$ cat src/rtl/fbt_pkg.sv
package fbt_pkg;

    localparam int SCALE_W = 32;
    localparam int FRAC_W  = 6;
    localparam int WHOLE_W = SCALE_W - FRAC_W;

    typedef struct packed {
        logic [WHOLE_W-1:0] whole;
        logic [FRAC_W-1:0]  frac;
    } scale_t;

    typedef enum logic {
        OVS_HIGH = 1'b0,
        OVS_LOW  = 1'b1
    } ovs_e;

    // Rounded divisor in sixty-fourths of a clock.
    function automatic logic [SCALE_W-1:0] scale_from_rate(
        input longint clk_hz,
        input longint baud,
        input longint ratio
    );
        longint q;
        q = (clk_hz * (longint'(1) << (FRAC_W + 1))) / (baud * ratio);
        q = (q + 1) >>> 1;
        return q[SCALE_W-1:0];
    endfunction

endpackage

$ cat src/rtl/fbt_scale_reg.sv
module fbt_scale_reg
    import fbt_pkg::*;
#(
    parameter logic [SCALE_W-1:0] RESET_SCALE = '0
) (
    input  logic               clk,
    input  logic               rst,
    input  logic               we,
    input  logic [SCALE_W-1:0] wdata,
    output scale_t             scale_q,
    output logic               restart
);

    always_ff @(posedge clk) begin
        if (rst) begin
            scale_q <= scale_t'(RESET_SCALE);
        end else if (we) begin
            scale_q <= scale_t'(wdata);
        end
    end

    // A write restarts the phase in the same edge that loads the word.
    assign restart = we;

endmodule

$ cat src/rtl/fbt_phase.sv
module fbt_phase
    import fbt_pkg::*;
(
    input  logic               clk,
    input  logic               rst,
    input  logic               run,
    input  logic [WHOLE_W-1:0] whole,
    input  logic [FRAC_W-1:0]  frac,
    output logic               hit
);

    logic [WHOLE_W-1:0] cnt_q;
    logic [FRAC_W-1:0]  acc_q;
    logic [FRAC_W:0]    sum;
    logic [WHOLE_W-1:0] limit;

    // Carry out of the accumulator stretches the current period by one clock.
    assign sum   = {1'b0, acc_q} + {1'b0, frac};
    assign limit = whole - WHOLE_W'(1) + WHOLE_W'(sum[FRAC_W]);
    assign hit   = run && (cnt_q == limit);

    always_ff @(posedge clk) begin
        if (rst || !run) begin
            cnt_q <= '0;
            acc_q <= '0;
        end else if (hit) begin
            cnt_q <= '0;
            acc_q <= sum[FRAC_W-1:0];
        end else begin
            cnt_q <= cnt_q + WHOLE_W'(1);
        end
    end

endmodule

$ cat src/rtl/fbt_bit_div.sv
module fbt_bit_div #(
    parameter int HI_TICKS = 16,
    parameter int LO_TICKS = 8
) (
    input  logic clk,
    input  logic rst,
    input  logic run,
    input  logic hit,
    input  logic sel_low,
    output logic tick_q,
    output logic strobe_q
);

    localparam int CW = (HI_TICKS > 1) ? $clog2(HI_TICKS) : 1;

    logic [CW-1:0] cnt_q;
    logic [CW-1:0] last;
    logic          wrap;

    generate
        if (LO_TICKS == HI_TICKS) begin : g_single
            assign last = CW'(HI_TICKS - 1);
        end else begin : g_dual
            assign last = sel_low ? CW'(LO_TICKS - 1) : CW'(HI_TICKS - 1);
        end
    endgenerate

    // >= keeps the count bounded when the ratio drops mid-stream.
    assign wrap = (cnt_q >= last);

    always_ff @(posedge clk) begin
        if (rst || !run) begin
            cnt_q    <= '0;
            tick_q   <= 1'b0;
            strobe_q <= 1'b0;
        end else begin
            tick_q   <= hit;
            strobe_q <= hit && wrap;
            if (hit) begin
                cnt_q <= wrap ? '0 : cnt_q + CW'(1);
            end
        end
    end

endmodule

$ cat src/rtl/frac_baud_tick.sv
module frac_baud_tick
    import fbt_pkg::*;
#(
    parameter longint CLK_HZ   = 50_000_000,
    parameter longint BAUD     = 115_200,
    parameter int     HI_TICKS = 16,
    parameter int     LO_TICKS = 8
) (
    input  logic        clk,
    input  logic        rst,
    input  logic        enable,
    input  logic        ovs8_sel,
    input  logic        scale_we,
    input  logic [31:0] scale_wdata,
    output logic        sample_tick,
    output logic        bit_strobe
);

    localparam logic [SCALE_W-1:0] RESET_SCALE = scale_from_rate(CLK_HZ, BAUD, longint'(HI_TICKS));

    scale_t             scale_q;
    logic               restart;
    logic               run;
    logic               hit;
    logic [WHOLE_W-1:0] scale_whole;
    ovs_e               ovs_mode;

    assign scale_whole = scale_q.whole;
    assign ovs_mode    = ovs_e'(ovs8_sel);
    assign run         = enable && (scale_whole != '0) && !restart;

    fbt_scale_reg #(
        .RESET_SCALE(RESET_SCALE)
    ) scale_i (
        .clk    (clk),
        .rst    (rst),
        .we     (scale_we),
        .wdata  (scale_wdata),
        .scale_q(scale_q),
        .restart(restart)
    );

    fbt_phase phase_i (
        .clk  (clk),
        .rst  (rst),
        .run  (run),
        .whole(scale_whole),
        .frac (scale_q.frac),
        .hit  (hit)
    );

    fbt_bit_div #(
        .HI_TICKS(HI_TICKS),
        .LO_TICKS(LO_TICKS)
    ) div_i (
        .clk     (clk),
        .rst     (rst),
        .run     (run),
        .hit     (hit),
        .sel_low (ovs_mode == OVS_LOW),
        .tick_q  (sample_tick),
        .strobe_q(bit_strobe)
    );

endmodule

$ cat config.mk
export PLATFORM = sky130hd
export DESIGN_NAME = frac_baud_tick
export DESIGN_NICKNAME = d
export VERILOG_FILES = /design/src/rtl/fbt_pkg.sv /design/src/rtl/fbt_scale_reg.sv /design/src/rtl/fbt_phase.sv /design/src/rtl/fbt_bit_div.sv /design/src/rtl/frac_baud_tick.sv
export SDC_FILE = /design/constraint.sdc
export NUM_CORES = 1
export LEC_CHECK = 0
export BUFFER_PORTS_ARGS = -buffer_cell sky130_fd_sc_hd__buf_2
export CORE_ASPECT_RATIO = 1.25
export CORE_MARGIN = 2
export CORE_UTILIZATION = 64
export CTS_CLUSTER_DIAMETER = 50
export DETAILED_ROUTE_END_ITERATION = 8
export PLACE_DENSITY = 0.9
export SLEW_MARGIN = 15
export SYNTH_ARGS = -nofsm -noshare
export SYNTH_HDL_FRONTEND = slang
export SYNTH_SLANG_ARGS = --single-unit
$ cat constraint.sdc
create_clock -name clk -period 7.7 [get_ports clk]
set_input_delay 0.77 -clock clk [delete_from_list [all_inputs] [get_ports clk]]
set_output_delay 0.77 -clock clk [all_outputs]
set_load 0.02 [all_outputs]
==> qor.json, run 1 <==
{
  "cellPowerDensity": {"value": 185, "unit": "mW/mm^2"},
  "synthesis.nets": {"value": 499},
  "maxcap_viol_count": {"value": 0},
  "cts_inserted_buffers": {"value": 9},
  "port_buffers": {"value": 38},
  "num-fill-cells": {"value": 419},
  "grt_most_used_layer": {"value": "met2"},
  "dp_hpwl": {"value": 6410, "unit": "um"},
  "synthXorXnorAreaFrac": {"value": 13.0, "unit": "%"},
  "boundaryPins": {"value": 39},
  "first_global_vias": {"value": 3250},
  "cts_num_sinks": {"value": 70},
  "path_max_fanout": {"value": 25},
  "netlist-cell-type-count": {"value": 61},
  "core_area": {"value": 0.00586, "unit": "sq mm"},
  "grt_remaining_overflow": {"value": 0},
  "post-route-period-util": {"value": 61.7, "unit": "%"},
  "num_rows": {"value": 31},
  "remaining_drc_errors": {"value": 0},
  "power_leakage": {"value": 1.71, "unit": "nW"},
  "cts.repair.resized": {"value": 0},
  "grt_usage": {"value": 27.9, "unit": "%"},
  "clkLatencyLatePin": {"value": 340, "unit": "ps"},
  "clkTransAtPathRegs": {"value": 70, "unit": "ps"},
  "timing.fmax": {"value": 0.211, "unit": "GHz"},
  "grt_max_degree": {"value": 36},
  "wirelength": {"value": 8800, "unit": "um"},
  "slew-limit-headroom": {"value": 31.6, "unit": "%"},
  "synthArstFlopShare": {"value": 0, "unit": "%"},
  "synth_top_area_cell": {"value": "dfxtp_1"},
  "mappedNetlistArea": {"value": 0.00390, "unit": "sq mm"},
  "post_synth.cell_area_avg": {"value": 8.66, "unit": "sq um"},
  "finalWorstPathRequiredPeriod": {"value": 4750, "unit": "ps"},
  "synth_top_area_share": {"value": 35.9, "unit": "%"},
  "timing.hold.ws": {"value": 489, "unit": "ps"},
  "timing_worst_slew_pin_value": {"value": 1030, "unit": "ps"},
  "grt_first_pass_wirelength": {"value": 14700, "unit": "um"},
  "synth-seq-area-share": {"value": 35.9, "unit": "%"},
  "synthCells": {"value": 450},
  "cts_setup_buffers": {"value": 0},
  "critPathArrivalTime": {"value": 4950, "unit": "ps"},
  "simple_gate_share_of_the_synthesized_area": {"value": 23.7, "unit": "%"},
  "met1_usage": {"value": 34.0, "unit": "%"},
  "gpl.final_weighted_congestion": {"value": 0.937},
  "max_h_tree_level": {"value": 3},
  "worst_case_reg_to_reg_path_depth": {"value": 18},
  "dieArea": {"value": 0.00674, "unit": "sq mm"},
  "post_cts_hold_buffer_count": {"value": 0},
  "tritoncts": {"value": "built"},
  "ys_ff_latch": {"value": 70},
  "setup_viol_count_final": {"value": 0},
  "clk_path_buf_depth": {"value": 2},
  "synth_enable_flop_cells": {"value": 0},
  "total_negative_slack_for_setup_checks": {"value": 0, "unit": "ps"},
  "die_w": {"value": 73.8, "unit": "um"},
  "largest_family_of_logic_cells_by_synthesized_area": {"value": "simple AND/OR/NAND/NOR gates"},
  "finish.net_count": {"value": 526},
  "kind_of_critical_path": {"value": "reg2reg"},
  "post_synth_fa_ha_maj_area_fraction": {"value": 4.04, "unit": "%"},
  "yosysWarningCount": {"value": 0},
  "iteration_0_drc_markers": {"value": 162},
  "via_count": {"value": 3374},
  "worst_ep_required_time": {"value": 7910, "unit": "ps"},
  "timing_hold_violations_final": {"value": 0},
  "yosys_most_used_dff": {"value": "dfxtp_1"},
  "viasPerCell": {"value": 5.98},
  "area_growth_syn_to_layout": {"value": 10.4, "unit": "%"},
  "status": {"value": "finished, final reports clean"},
  "post_drt_antenna_nets": {"value": 0},
  "multiplexer_area_fraction_after_synthesis": {"value": 8.25, "unit": "%"},
  "type_of_element_launching_the_critical_path": {"value": "flip-flop"},
  "floorplan.die.height": {"value": 91.3, "unit": "um"},
  "worst_clock_skew": {"value": 7.53, "unit": "ps"},
  "timing.critical_path.to_type": {"value": "flip-flop"},
  "synthTopCellsByArea": {"value": "dfxtp_1 (36%), mux2i_1 (8.0%), nor2_1 (7.4%), xnor2_1 (7.4%), xor2_1 (5.6%)"},
  "drt_first_pass_iters": {"value": 6},
  "finalMaxSlewViolations": {"value": 0},
  "post_route_cells_drive_above_1_share": {"value": 13.9, "unit": "%"},
  "grt_use_met2": {"value": 46.9, "unit": "%"},
  "holdCritPathClass": {"value": "reg2reg"},
  "synth_compound_area_share": {"value": 11.0, "unit": "%"},
  "antenna_diode_count": {"value": 0},
  "hold-path-cell-count": {"value": 2},
  "unrepaired_setup_endpoints_after_global_routing": {"value": "false"},
  "cts_root_buffer": {"value": "clkbuf_8"},
  "met3_usage": {"value": 4.88, "unit": "%"},
  "irDropWorstVdd": {"value": 0.199, "unit": "mV"},
  "antenna_found_initial": {"value": 0},
  "wl_per_cell": {"value": 15.6, "unit": "um"},
  "initial_util": {"value": 66.6, "unit": "%"}
}
metrics by stage:
step | area [sq um] | setup WS [ps] | power (mW) | instances | util, %
2_1_floorplan | 3900 | 3700 | 0.455 | 450 | -
3_3_place_gp | 4090 | 3220 | 0.475 | 548 | 69.8
3_5_place_dp | 4090 | 2980 | 0.479 | 548 | 69.8
4_1_cts | 4310 | 2970 | 0.796 | 564 | 73.5
5_1_grt | 4310 | 2610 | 0.821 | 564 | 73.5
6_report | 4310 | 2950 | 0.796 | 564 | 73.5
report_power, final:
group,internal [mW],switching [mW],leakage (nW)
Sequential,0.372,0.0162,0.571
Clock,0.190,0.132,0.110
Combinational,0.0382,0.0465,1.03
Total,0.601,0.195,1.71
cells in the mapped netlist (all sizes together), types with 3 or more instances:
library cell	count
nor2	77
dfxtp	70
xnor2	33
mux2i	31
xor2	25
nand3	23
a21oi	18
nand2	18
nor3	16
o21ai	16
inv	14
clkbuf	13
and3	11
ha	11
buf	9
nand4	7
nor4	5
a31oi	4
or3	4
a21o	3
o311ai	3
or4	3
kinds of logic after synthesis:
kind of cell | after synthesis
AO/OA/AOI/OAI | 65
XOR/XNOR | 58
adder cells (fa/ha/maj) | 12
buffers and inverters | 36
flip-flops | 70
multiplexers | 32
AND/OR/NAND/NOR | 177
final timing paths:
path | from | end | slack, ps
worst min-delay path | phase_i.acc_q[0]$_SDFFE_PP0P_ | phase_i.acc_q[0]$_SDFFE_PP0P_ | 490
worst min register to register | phase_i.acc_q[0]$_SDFFE_PP0P_ | phase_i.acc_q[0]$_SDFFE_PP0P_ | 490
worst max-delay path | phase_i.acc_q[0]$_SDFFE_PP0P_ | phase_i.cnt_q[25]$_SDFF_PP0_ | 2950
worst max register to register | phase_i.acc_q[0]$_SDFFE_PP0P_ | phase_i.cnt_q[25]$_SDFF_PP0_ | 2950
metal layers:
layer  part of all wire, %  vias up  routed length, um
met5                     0        -                  0
met4                   2.3        0                202
met3                   4.6       20                403
met2                    51      114               4520
met1                    42     1614               3670
li1                      -     1626                  -
placed cells by master (no fill, tap or decap), types with 2 or more instances in the layout:
master and n:
a211o_1 2, a21o_1 3, a21oi_1 18, a31oi_1 4, and3_1 11, buf_2 38, bufinv_16 2, clkbuf_1 2
clkbuf_8 10, clkinv_2 2, dfxtp_1 70, ha_1 11, inv_1 14, mux2i_1 31, nand2_1 18, nand2b_1 2
nand3_1 23, nand3b_1 2, nand4_1 6, nor2_1 77, nor3_1 14, nor3_2 2, nor4_1 2, nor4_2 2
o2111ai_1 2, o211ai_1 2, o21ai_0 15, o21bai_1 2, o311ai_0 3, o31ai_1 2, or3_1 3, or4_4 2
xnor2_1 33, xor2_1 25
registers in the layout, summed over array words and instances, names as in the netlist:
signal / flops
div_i.cnt_q: 4
div_i.strobe_q: 1
div_i.tick_q: 1
phase_i.acc_q: 6
phase_i.cnt_q: 26
scale_i.scale_q: 32
cell type report:
class                      count  area [sq um]  share of cell area, %
multi-input combinational    344          2340                   54.4
inverter                      14          52.6                   1.22
clock inverter                 4          70.1                   1.63
tap                           82           103                   2.38
timing repair buffer          38           190                   4.42
clock buffer                  12           145                   3.37
sequential                    70          1400                   32.5
worst max-delay path, stage by stage, from the launching register on:
cell       delay (ps)
dfxtp_1           310
ha_1              210
inv_1              80
fa_1              200
inv_1              50
a21oi_1           110
o21bai_1          110
a21o_1            190
a21oi_1           150
ha_1              180
ha_1              280
nor4b_4           340
nand4_1           200
or3_1             350
o31ai_1           250
o2111ai_1         190
or4_4             670
o21ai_4           600
nor2_1            120
Note: power is estimated with default switching activity, not from simulation.
==> inputs of run 2 (changes only) <==
--- a/config.mk
+++ b/config.mk
@@ -8,10 +8,10 @@
 export BUFFER_PORTS_ARGS = -buffer_cell sky130_fd_sc_hd__buf_2
 export CORE_ASPECT_RATIO = 1.25
 export CORE_MARGIN = 2
-export CORE_UTILIZATION = 64
+export CORE_UTILIZATION = 59
 export CTS_CLUSTER_DIAMETER = 50
 export DETAILED_ROUTE_END_ITERATION = 8
-export PLACE_DENSITY = 0.9
+export PLACE_DENSITY = 0.85
 export SLEW_MARGIN = 15
 export SYNTH_ARGS = -nofsm -noshare
 export SYNTH_HDL_FRONTEND = slang
==> constraint.sdc (replaced) <==
create_clock -name clk -period 5 [get_ports clk]
set_input_delay 0.5 -clock clk [delete_from_list [all_inputs] [get_ports clk]]
set_output_delay 0.5 -clock clk [all_outputs]
set_load 0.02 [all_outputs]
==> run 2 against run 1 <==
  * Fmax rose by 3.5%
  * Non-clock buffer count rose by 3
  * Routed wire length fell by 0.31%
  * Clock skew fell by 1.2 ps
  * Critical path type unchanged
  * Largest power group unchanged
  * Highest routed layer unchanged
==> qor.json, run 2 (synthesis gave the netlist of run 1 again) <==
{
  "layout.cells.most_common_list": {"value": "nor2_1 (77), dfxtp_1 (70), buf_2 (38)"},
  "clkLatencyLatePin": {"value": 360, "unit": "ps"},
  "total_negative_slack_for_setup_checks": {"value": 0, "unit": "ps"},
  "min-delay-start": {"value": "scale_wdata[3]"},
  "timing.fmax": {"value": 0.218, "unit": "GHz"},
  "critPathArrivalTime": {"value": 4820, "unit": "ps"},
  "initial_util": {"value": 60.1, "unit": "%"},
  "holdCritPathClass": {"value": "in2reg"},
  "r2r_slack": {"value": 410, "unit": "ps"},
  "via_count": {"value": 3350},
  "wirelength": {"value": 8770, "unit": "um"},
  "largest_register_ff_count": {"value": 32},
  "cellPowerDensity": {"value": 290, "unit": "mW/mm^2"},
  "grt_remaining_overflow": {"value": 0},
  "status": {"value": "finished, final reports clean"},
  "viasPerCell": {"value": 5.86},
  "cts_setup_buffers": {"value": 0},
  "worst_path_buffer_plus_inverter_count": {"value": 3},
  "slew-limit-headroom": {"value": 42.9, "unit": "%"},
  "dp_hpwl": {"value": 6380, "unit": "um"},
  "core_area": {"value": 0.00648, "unit": "sq mm"},
  "grt_use_met2": {"value": 44.4, "unit": "%"},
  "worst_path_dominant_cell_family": {"value": "simple AND/OR/NAND/NOR gates"},
  "boundaryPins": {"value": 39},
  "path_max_fanout": {"value": 25},
  "regArea": {"value": 0.00140, "unit": "sq mm"},
  "cts_inserted_buffers": {"value": 9},
  "maxcap_viol_count": {"value": 0},
  "finalMaxSlewViolations": {"value": 0},
  "timing_hold_violations_final": {"value": 0},
  "grt_usage": {"value": 25.6, "unit": "%"},
  "post_drt_antenna_nets": {"value": 0},
  "die_w": {"value": 76.7, "unit": "um"},
  "crit_path_cell_trace": {"value": "ha_1 -> inv_1 -> fa_1 -> inv_1 -> a21oi_1 -> o21bai_1 -> a21o_1 -> a21oi_1 -> ha_1 -> ha_1 -> nor4b_4 -> nand4_1 -> or3_1 -> o31ai_1 -> o2111ai_1 -> or4_4 -> o21ai_4 -> buf_4 -> nor2_1"},
  "floorplan.die.height": {"value": 94.9, "unit": "um"},
  "cts_num_sinks": {"value": 70},
  "type_of_element_launching_the_critical_path": {"value": "flip-flop"},
  "multi_input_logic_area": {"value": 0.00234, "unit": "sq mm"},
  "tritoncts": {"value": "built"},
  "placedInstanceArea": {"value": 0.00412, "unit": "sq mm"},
  "clkTransAtPathRegs": {"value": 70, "unit": "ps"},
  "iteration_0_drc_markers": {"value": 192},
  "most_frequent_cell_on_the_critical_path": {"value": "ha_1"},
  "rr_startpoint": {"value": "phase_i.acc_q[0]$_SDFFE_PP0P_"},
  "timing.critical_path.to_type": {"value": "flip-flop"},
  "kind_of_critical_path": {"value": "reg2reg"},
  "area_growth_syn_to_layout": {"value": 11.6, "unit": "%"},
  "timing_worst_slew_pin_value": {"value": 846, "unit": "ps"},
  "regMostFlops": {"value": "scale_i.scale_q"},
  "grt_max_degree": {"value": 35},
  "antenna_found_initial": {"value": 0},
  "fin_total_pwr": {"value": 1.26, "unit": "mW"},
  "crit_path_top_delay_cell": {"value": "or4_4"},
  "critical_path.startpoint": {"value": "phase_i.acc_q[0]$_SDFFE_PP0P_"},
  "dieArea": {"value": 0.00728, "unit": "sq mm"},
  "remaining_drc_errors": {"value": 0},
  "cts.repair.resized": {"value": 0},
  "post-route-period-util": {"value": 91.7, "unit": "%"},
  "met3_usage": {"value": 5.83, "unit": "%"},
  "num_rows": {"value": 33},
  "cp_slowest_stage_delay": {"value": 670, "unit": "ps"},
  "met1_usage": {"value": 28.5, "unit": "%"},
  "setup_viol_count_final": {"value": 0},
  "commonest_non_fill_non_tap_cell_in_the_layout": {"value": "nor2_1"},
  "layout.cell_area.non_filler": {"value": 0.00435, "unit": "sq mm"},
  "cts_root_buffer": {"value": "clkbuf_8"},
  "irDropWorstVdd": {"value": 0.171, "unit": "mV"},
  "finish.net_count": {"value": 529},
  "unrepaired_setup_endpoints_after_global_routing": {"value": "false"},
  "post_route_cells_drive_above_1_share": {"value": 14.6, "unit": "%"},
  "timing.hold.ws": {"value": 358, "unit": "ps"},
  "grt_most_used_layer": {"value": "met2"},
  "gpl.final_weighted_congestion": {"value": 0.961},
  "clk_path_buf_depth": {"value": 2},
  "reg_top3": {"value": "scale_i.scale_q (32), phase_i.cnt_q (26), phase_i.acc_q (6)"},
  "post_cts_hold_buffer_count": {"value": 0},
  "grt_first_pass_wirelength": {"value": 14700, "unit": "um"},
  "port_buffers": {"value": 38},
  "power_leakage": {"value": 1.73, "unit": "nW"},
  "worst_clock_skew": {"value": 6.29, "unit": "ps"},
  "first_global_vias": {"value": 3156},
  "antenna_diode_count": {"value": 0},
  "finalWorstPathRequiredPeriod": {"value": 4590, "unit": "ps"},
  "drt_first_pass_iters": {"value": 4},
  "worst_ep_required_time": {"value": 5240, "unit": "ps"},
  "max_h_tree_level": {"value": 3},
  "num-fill-cells": {"value": 540},
  "wl_per_cell": {"value": 15.3, "unit": "um"}
}
## run 2: power breakdown
group | switching (mW) | internal, mW | total, mW
Clock | 0.211 | 0.321 | 0.532
Combinational | 0.0707 | 0.0591 | 0.130
Sequential | 0.0251 | 0.573 | 0.598
Total | 0.307 | 0.954 | 1.26
## run 2: tightest hold or removal path, stage by stage
cell and delay [ps]:
buf_2 80, mux2i_1 60, nand2_1 60
## run 2: metal layers
metal  part of all wire, %  wire length (um)
met3                   4.7               409
met5                     0                 0
met2                    51              4470
met4                   4.0               353
met1                    40              3540
## run 2: final timing paths
kind | endpoint | cells after the start
worst max register to register | phase_i.cnt_q[14]$_SDFF_PP0_ | 19
worst max-delay path | phase_i.cnt_q[14]$_SDFF_PP0_ | 19
worst min register to register | phase_i.acc_q[0]$_SDFFE_PP0P_ | 2
worst min-delay path | scale_i.scale_q[3]$_SDFFE_PP1P_ | 3
## run 2: per-stage QoR
step	instances	setup slack (ps)	util, %
2_1_floorplan	450	999	-
3_3_place_gp	556	655	63.5
3_5_place_dp	556	464	63.5
4_1_cts	572	432	67.1
5_1_grt	572	33.5	67.1
6_report	572	415	67.1
## run 2: final cells by class
type | count | area share (%)
clock buffers | 13 | 3.88
clock inverters | 3 | 1.49
inverters | 14 | 1.21
multi-input cells | 344 | 53.8
flip-flops and latches | 70 | 32.2
well taps | 87 | 2.50
repair buffers | 41 | 4.89
